===== src/rtl/bus_demux_pkg.sv =====
package bus_demux_pkg;
  typedef struct packed {
    logic latchEn;
    logic memRd;
    logic memWr;
    logic ioRd;
    logic ioWr;
    logic bufEn;
    logic bufTx;
    logic conflict;
  } ctrlStrobes_t;
endpackage


===== src/rtl/bus_ctrl.sv =====
module bus_ctrl
  import bus_demux_pkg::*;
(
  input  logic         clk,
  input  logic         rstN,
  input  logic         latchStb,
  input  logic         rdN,
  input  logic         wrN,
  input  logic         ioSel,
  input  logic         txDir,
  output ctrlStrobes_t strobes
);
  localparam int NUM_CMD = 4;

  logic rdAct, wrAct, conflictNext, singleAct;
  logic [NUM_CMD-1:0] cmdNext;
  logic [NUM_CMD-1:0] cmdQ;
  logic bufEnQ, bufTxQ, conflictQ;

  assign rdAct        = ~rdN;
  assign wrAct        = ~wrN;
  assign conflictNext = rdAct & wrAct;
  assign singleAct    = rdAct ^ wrAct;

  // index bit 1: write (1) / read (0); index bit 0: I/O (1) / memory (0)
  for (genvar i = 0; i < NUM_CMD; i++) begin : g_cmd
    localparam bit IS_WR = (i / 2) == 1;
    localparam bit IS_IO = (i % 2) == 1;
    always_comb begin
      cmdNext[i] = singleAct & (IS_WR ? wrAct : rdAct) & (ioSel == IS_IO);
    end
  end

  always_ff @(posedge clk) begin
    if (!rstN) begin
      cmdQ      <= '0;
      bufEnQ    <= 1'b0;
      bufTxQ    <= 1'b0;
      conflictQ <= 1'b0;
    end else begin
      cmdQ      <= cmdNext;
      bufEnQ    <= singleAct & ~latchStb;
      bufTxQ    <= txDir;
      conflictQ <= conflictNext;
    end
  end

  always_comb begin
    strobes.latchEn  = latchStb;
    strobes.memRd    = cmdQ[0];
    strobes.ioRd     = cmdQ[1];
    strobes.memWr    = cmdQ[2];
    strobes.ioWr     = cmdQ[3];
    strobes.bufEn    = bufEnQ;
    strobes.bufTx    = bufTxQ;
    strobes.conflict = conflictQ;
  end
endmodule


===== src/rtl/addr_path.sv =====
module addr_path #(
  parameter int LOW_W  = 8,
  parameter int HIGH_W = 12,
  localparam int ADDR_W = LOW_W + HIGH_W
) (
  input  logic              clk,
  input  logic              rstN,
  input  logic              latchEn,
  input  logic [LOW_W-1:0]  lowIn,
  input  logic [HIGH_W-1:0] highIn,
  output logic [ADDR_W-1:0] addrQ
);
  always_ff @(posedge clk) begin
    if (!rstN)        addrQ <= '0;
    else if (latchEn) addrQ <= {highIn, lowIn};
  end
endmodule


===== src/rtl/bus_demux_top.sv =====
module bus_demux_top
  import bus_demux_pkg::*;
#(
  parameter int LOW_W  = 8,
  parameter int HIGH_W = 12,
  localparam int ADDR_W = LOW_W + HIGH_W
) (
  input  logic              clk,
  input  logic              rstN,
  input  logic              latchStb,
  input  logic [LOW_W-1:0]  sharedBus,
  input  logic [HIGH_W-1:0] upperAddr,
  input  logic              rdN,
  input  logic              wrN,
  input  logic              ioSel,
  input  logic              txDir,
  output logic [ADDR_W-1:0] addrOut,
  output logic              memRdN,
  output logic              memWrN,
  output logic              ioRdN,
  output logic              ioWrN,
  output logic              bufEnN,
  output logic              bufDir,
  output logic              rwConflict
);
  ctrlStrobes_t strobes;

  bus_ctrl u_ctrl (
    .clk(clk), .rstN(rstN), .latchStb(latchStb), .rdN(rdN), .wrN(wrN),
    .ioSel(ioSel), .txDir(txDir), .strobes(strobes)
  );

  addr_path #(.LOW_W(LOW_W), .HIGH_W(HIGH_W)) u_addr (
    .clk(clk), .rstN(rstN), .latchEn(strobes.latchEn),
    .lowIn(sharedBus), .highIn(upperAddr), .addrQ(addrOut)
  );

  assign memRdN     = ~strobes.memRd;
  assign memWrN     = ~strobes.memWr;
  assign ioRdN      = ~strobes.ioRd;
  assign ioWrN      = ~strobes.ioWr;
  assign bufEnN     = ~strobes.bufEn;
  assign bufDir     = strobes.bufTx;
  assign rwConflict = strobes.conflict;
endmodule


===== config.mk =====
export PLATFORM = sky130hd
export DESIGN_NAME = bus_demux_top
export DESIGN_NICKNAME = d
export VERILOG_FILES = /design/src/rtl/bus_demux_pkg.sv /design/src/rtl/bus_ctrl.sv /design/src/rtl/addr_path.sv /design/src/rtl/bus_demux_top.sv
export SDC_FILE = /design/constraint.sdc
export NUM_CORES = 1
export LEC_CHECK = 0
export ABC_AREA = 1
export BUFFER_PORTS_ARGS = -buffer_cell sky130_fd_sc_hd__buf_2
export CORE_UTILIZATION = 45
export DETAILED_ROUTE_END_ITERATION = 10
export GPL_ROUTABILITY_DRIVEN = 0
export PLACE_DENSITY_LB_ADDON = 0.08
export SKIP_LAST_GASP = 1
export SLEW_MARGIN = 20
export SYNTH_ARGS = -nofsm -noshare
export SYNTH_HDL_FRONTEND = slang
export SYNTH_SLANG_ARGS = --single-unit

===== constraint.sdc =====
create_clock -name clk -period 1 [get_ports clk]
set_clock_uncertainty 0.2 [all_clocks]
set_input_delay 0.2 -clock clk [delete_from_list [all_inputs] [get_ports clk]]
set_output_delay 0.2 -clock clk [all_outputs]
set_load 0.005 [all_outputs]

==> flow_metrics.tcl, run 1 <==
set metrics [dict create \
    detail_route.iter0.violations 8 \
    synth_fp_nets 188 \
    synth_area_per_cell_um2 7.159 \
    reg2reg_setup_slack_ns 0.11 \
    synth_adder_area_share_pct 3.319 \
    hpwlAfterDp_um 1540 \
    timing.critical_path.to_type "primary output" \
    grt_setup_unrepaired "true" \
    violations "negative hold slack, negative setup slack" \
    drt-wirelength-per-cell_um 8.696 \
    met2RoutedLength_um 1134 \
    worst-path-max-fanout 1 \
    coreArea_mm2 0.002297 \
    netlist.area_leader.share_pct 47.79 \
    post_synth_num_cell_types 9 \
    via_count_of_the_first_global_routing_pass 956 \
    cts_inserted_buffers 3 \
    yosysWarnings 0 \
    wl_met3_um 109 \
    worstMarginPinSlew_ns 0.1394 \
    synth_seq_area_share_pct 47.79 \
    p_leak_nw 0.9586 \
    yosys.area_share.simple_pct 30.97 \
    setup_ws_ns -0.2119 \
    max-slew-margin-rel_pct 90.64 \
    area_growth_syn_to_layout_pct 50.89 \
    multiplexer_share_of_the_synthesized_area_pct 0 \
    placed_cells 237 \
    fp.dieW_um 52.14 \
    detail_route.wirelength.met1_um 915 \
    die_height_um 52.14 \
    fill_cells 189 \
    final_nets 256 \
    setup.worst_path.start_class "flop" \
    final_core_util_pct 74.29 \
    ys_ff_latch 27 \
    maxCapViolations 0 \
    grt_first_pass_wirelength_um 3636 \
    totalWireLength_um 2200 \
    synth_xor_area_share_pct 0 \
    clk_latency_ns 0.31 \
    fmax_mhz 825.1 \
    maxUsedRoutingLayer "met4" \
    synth_top_area_cell "sky130_fd_sc_hd__dfxtp_1" \
    grt.overflow.total 0 \
    multi_input_comb_area_um2 395.4 \
    cts.sink_count 27 \
    grt_max_degree 24 \
    firstDrtPassIters 4 \
    worstPathRequired_ns 0.60 \
    final_antenna_net_count 0 \
    drc 0 \
    postCtsHoldBufs 19 \
    ys_top_cells_by_area "sky130_fd_sc_hd__dfxtp_1 48%, sky130_fd_sc_hd__nand2_1 14%, sky130_fd_sc_hd__nor2_1 12%" \
    antenna_found_initial 0 \
    clk_transition_reported_paths_ns 0.15 \
    report.final.hold_viol_count 6 \
    die-area_mm2 0.002718 \
    synth_top_family_by_area "simple AND/OR/NAND/NOR gates" \
    period_share_pct 121.2 \
    design.portCount 54 \
    outcome "complete, but fails checks" \
    synth_compound_area_share_pct 0 \
    placement_rows 17 \
    post_synth_inst_count 158 \
    cp_data_arrival_time_ns 0.81 \
    layout.cells.most_common "sky130_fd_sc_hd__nand2_1" \
    clock_tree.buffer_depth 2 \
    io_buffers 53 \
    final_max_slew_viol_count 0 \
    n_antenna_cell 0 \
    instances_no_fill 253 \
    tritoncts "done" \
    timing.hold.worst.class "in -> reg" \
    timing_worst_setup_path_type "reg -> out" \
    vias_per_cell 4.221 \
    hold-worst-slack_ns -0.01979 \
    num_vias 1068 \
    setup_viol 28 \
    mostFrequentLayoutCells "41 x sky130_fd_sc_hd__nand2_1, 36 x sky130_fd_sc_hd__nor2_1, 35 x sky130_fd_sc_hd__buf_2" \
    syn_area_mm2 0.001131 \
    register_area_um2 569.3 \
    cts.htree.levels 1 \
    gr-usage-all-layers_pct 18.27 \
    drive_gt1_share_pct 42.22 \
    cellPowerDensity_mw_per_mm2 1203 \
    power.ir.vdd_worst_v 0.0009317 \
    finalWorstPathRequiredPeriod_ns 1.212 \
    cts-root-buf "sky130_fd_sc_hd__clkbuf_4" \
    start_util_pct 49.24 \
]
-- cells by family after synthesis --
logic type,after synthesis
adders and majority gates,3
buffers and inverters,40
DFF,27
and+or+nand+nor,88
-- state kept, by name, summed over array words and instances (netlist names) --
register and cells:
u_addr.addrQ 20, u_ctrl.bufEnQ 1, u_ctrl.bufTxQ 1, u_ctrl.cmdQ 4, u_ctrl.conflictQ 1
-- cell type report --
type	count	share of cell area, %
flip-flops and latches	27	33.36
repair buffers	70	32.40
multi-input cells	91	23.17
inverters	33	7.258
well taps	28	2.053
clock buffers	3	1.320
clock inverters	1	0.4399
-- metrics by stage --
| step | area, um^2 | power, W | setup TNS, ns | setup slack, ns |
|---|---|---|---|---|
| CTS | 1674 | 0.002066 | -5.356 | -0.2358 |
| global route | 1707 | 0.002185 | -6.099 | -0.2597 |
| floorplan | 1131 | 0.001378 | 0 | 0.08949 |
| detailed placement | 1415 | 0.001516 | -0.09088 | -0.04840 |
| global placement | 1415 | 0.001502 | -0.01821 | -0.01821 |
| finish | 1707 | 0.002053 | -4.827 | -0.2119 |
-- synth_stat cells --
cell type                 instances
sky130_fd_sc_hd__buf_6            7
sky130_fd_sc_hd__inv_1           33
sky130_fd_sc_hd__nand2_2          1
sky130_fd_sc_hd__nand2_1         42
sky130_fd_sc_hd__nor2_1          36
sky130_fd_sc_hd__nor2_2           5
sky130_fd_sc_hd__nor3_1           4
sky130_fd_sc_hd__ha_1             3
sky130_fd_sc_hd__dfxtp_1         27
-- path summary, 6_finish.rpt --
path,to,from,cells past startpoint
worst min-delay path,u_addr.addrQ[15],upperAddr[7],5
worst min register to register,u_addr.addrQ[11],u_addr.addrQ[11],2
worst max-delay path,bufEnN,u_ctrl.bufEnQ,2
worst max register to register,u_addr.addrQ[9],u_addr.addrQ[9],3
-- routing by layer --
metal | vias to the layer above | GRT usage (%)
met2 | 30 | 33.12
met4 | 0 | 9.211
li1 | 574 | -
met3 | 4 | 3.801
met5 | - | 0
met1 | 460 | 19.75
-- report_power, final --
group | internal, W | total, W | switching (W)
clock | 0.000153 | 0.000467 | 0.000314
combinational | 0.000228 | 0.000402 | 0.000173
sequential | 0.00115 | 0.00118 | 0.0000318
-- critical path, stage by stage, from the launching register on --
cell,delay (ns)
sky130_fd_sc_hd__dfxtp_1,0.34
sky130_fd_sc_hd__inv_1,0.04
sky130_fd_sc_hd__buf_2,0.11
-- timing repair --
item / in CTS / in global routing
hold endpoints to repair: 25 / 7
buffers inserted: 1 / 0
endpoints found under the setup margin: 27 / 40
pin swaps: 0 / 1
gates resized for setup: 21 / 25
No activity file was read; power rests on OpenSTA's default activity.
==> inputs of run 2 (changes only) <==
Settings changed: BUFFER_PORTS_ARGS -buffer_cell sky130_fd_sc_hd__buf_2 to -buffer_cell sky130_fd_sc_hd__buf_4.
==> run 2 against run 1 <==
The flow still finishes with violations (negative hold slack, negative setup slack); critical path depth is the same; first-iteration DRC count shrank 13%; sequential power is essentially flat; largest power group unchanged.
==> flow_metrics.tcl, run 2 (synthesized netlist as in run 1, its figures left out) <==
set metrics [dict create \
    outcome "complete, but fails checks" \
    violations "negative hold slack, negative setup slack" \
    fp.dieW_um 52.14 \
    design.portCount 54 \
    totalWireLength_um 2482 \
    p_leak_nw 1.038 \
    timing.hold.worst.class "in -> reg" \
    cts-root-buf "sky130_fd_sc_hd__clkbuf_4" \
    switching_power_w 0.0005356 \
    setup_ws_ns -0.2211 \
    clock_network_fraction_of_total_power_pct 22.0 \
    timing_worst_setup_path_type "reg -> out" \
    hold-worst-slack_ns -0.04293 \
    layout.cells.most_common "sky130_fd_sc_hd__nand2_1" \
    setup.worst_path.start_class "flop" \
    maxCapViolations 0 \
    cts.htree.levels 1 \
    register_area_um2 570.5 \
    n_antenna_cell 0 \
    mostFrequentLayoutCells "41 x sky130_fd_sc_hd__nand2_1, 36 x sky130_fd_sc_hd__nor2_1, 30 x sky130_fd_sc_hd__inv_1" \
    reg_top3 "u_addr.addrQ: 20 flops, u_ctrl.cmdQ: 4 flops" \
    period_share_pct 122.1 \
    io_buffers 53 \
    grt_setup_unrepaired "true" \
    tritoncts "done" \
    clk_transition_reported_paths_ns 0.15 \
    start_util_pct 49.24 \
    largest_register "u_addr.addrQ" \
    drc 0 \
    die-area_mm2 0.002718 \
    max-slew-margin-rel_pct 83.19 \
    fmax_mhz 818.9 \
    detail_route.iter0.violations 7 \
    via_count_of_the_first_global_routing_pass 1014 \
    comb_power_share_pct 21.6 \
    coreArea_mm2 0.002297 \
    power.ir.vdd_worst_v 0.0009440 \
    final_core_util_pct 78.98 \
    gr-usage-all-layers_pct 19.07 \
    drt-wirelength-per-cell_um 9.968 \
    grt_first_pass_wirelength_um 3870 \
    hpwlAfterDp_um 1515 \
    num_vias 1082 \
    grt_max_degree 25 \
    cp_data_arrival_time_ns 0.82 \
    timing.critical_path.to_type "primary output" \
    final_max_slew_viol_count 0 \
    sequential_group_share_of_total_power_pct 56.3 \
    grt.overflow.total 0 \
    final_nets 252 \
    drive_gt1_share_pct 42.08 \
    clk_latency_ns 0.31 \
    finalWorstPathRequiredPeriod_ns 1.221 \
    clock_tree.buffer_depth 2 \
    fill_cells 169 \
    antenna_found_initial 0 \
    launch_instance_of_the_worst_register_to_register_path "u_addr.addrQ[12]" \
    switching_share_pct 25.21 \
    finalSetupTns_ns -5.037 \
    report.final.hold_viol_count 12 \
    worstPathRequired_ns 0.60 \
    cellPowerDensity_mw_per_mm2 1171 \
    min_from "upperAddr[11]" \
    multi_input_comb_area_um2 390.4 \
    area_growth_syn_to_layout_pct 60.40 \
    largest_register_ff_count 20 \
    p_int_w 0.001589 \
    placement_rows 17 \
    worstMarginPinSlew_ns 0.2521 \
    final_antenna_net_count 0 \
    worst-path-max-fanout 1 \
    die_height_um 52.14 \
    vias_per_cell 4.345 \
    setup_viol 31 \
    firstDrtPassIters 4 \
    timing.critical_path.from "u_ctrl.cmdQ[3]" \
    cts.sink_count 27 \
    cts_inserted_buffers 3 \
]
-- run 2: changes by cell type in the layout (fill, tap and decap cells not counted), moves of 5 or more --
cell / change
sky130_fd_sc_hd__buf_6: +17
sky130_fd_sc_hd__dlymetal6s4s_1: +5
sky130_fd_sc_hd__dlygate4sd3_1: -13
sky130_fd_sc_hd__buf_4: +22
sky130_fd_sc_hd__inv_2: -6
sky130_fd_sc_hd__buf_2: -35
sky130_fd_sc_hd__inv_1: +6
-- run 2: area by class of cell --
cell class                      instances  area share [%]
Clock buffer                            3           1.241
Inverter                               33           6.828
Tap cell                               28           1.931
Multi-Input combinational cell         91           21.52
Clock inverter                          1          0.2759
Timing Repair Buffer                   66           36.76
Sequential cell                        27           31.45
-- run 2: what timing repair did --
item | in CTS | in global routing
endpoints found under the setup margin | 27 | 43
resized for setup | 47 | 15
hold buffers | 14 | 1
buffers inserted | 0 | 1
hold endpoints to repair | 26 | 12
-- run 2: worst paths after layout --
| check | to | slack, ns | depth (start not counted) |
|---|---|---|---|
| worst max-delay path | ioWrN | -0.22 | 2 |
| worst min-delay path | u_addr.addrQ[19] | -0.04 | 5 |
| worst max register to register | u_addr.addrQ[12] | 0.10 | 3 |
| worst min register to register | u_addr.addrQ[3] | 0.29 | 2 |
-- run 2: worst max-delay path: stages (launching register included) --
cell                      delay (ns)
sky130_fd_sc_hd__dfxtp_1        0.35
sky130_fd_sc_hd__inv_1          0.05
sky130_fd_sc_hd__buf_6          0.10
-- run 2: power groups by stage --
stage | clock (W) | combinational (W) | sequential (W)
2_1_floorplan | 0 | 0.000178 | 0.00120
3_3_place_gp | 0 | 0.000363 | 0.00119
3_5_place_dp | 0 | 0.000377 | 0.00120
4_1_cts | 0.000483 | 0.000457 | 0.00119
5_1_grt | 0.000522 | 0.000514 | 0.00120
6_report | 0.000468 | 0.000460 | 0.00120
-- run 2: stage by stage --
stage	worst slack (ns)	instance area [um^2]	std cells	hold slack, ns	total power [W]
2_1_floorplan	0.08949	1131	158	0.07854	0.001378
3_3_place_gp	-0.01227	1525	234	0.1810	0.001557
3_5_place_dp	-0.07162	1525	234	0.1888	0.001573
4_1_cts	-0.2209	1813	252	-0.03973	0.002135
5_1_grt	-0.2736	1814	249	-0.02588	0.002240
6_report	-0.2211	1814	249	-0.04293	0.002125
-- run 2: layer usage --
layer	global-route usage (%)	share of wire, %	up-vias
met1	18.17	40	485
met4	7.456	0.56	0
met5	0	0	-
met2	39.10	55	28
met3	3.216	4.4	2
li1	-	-	567
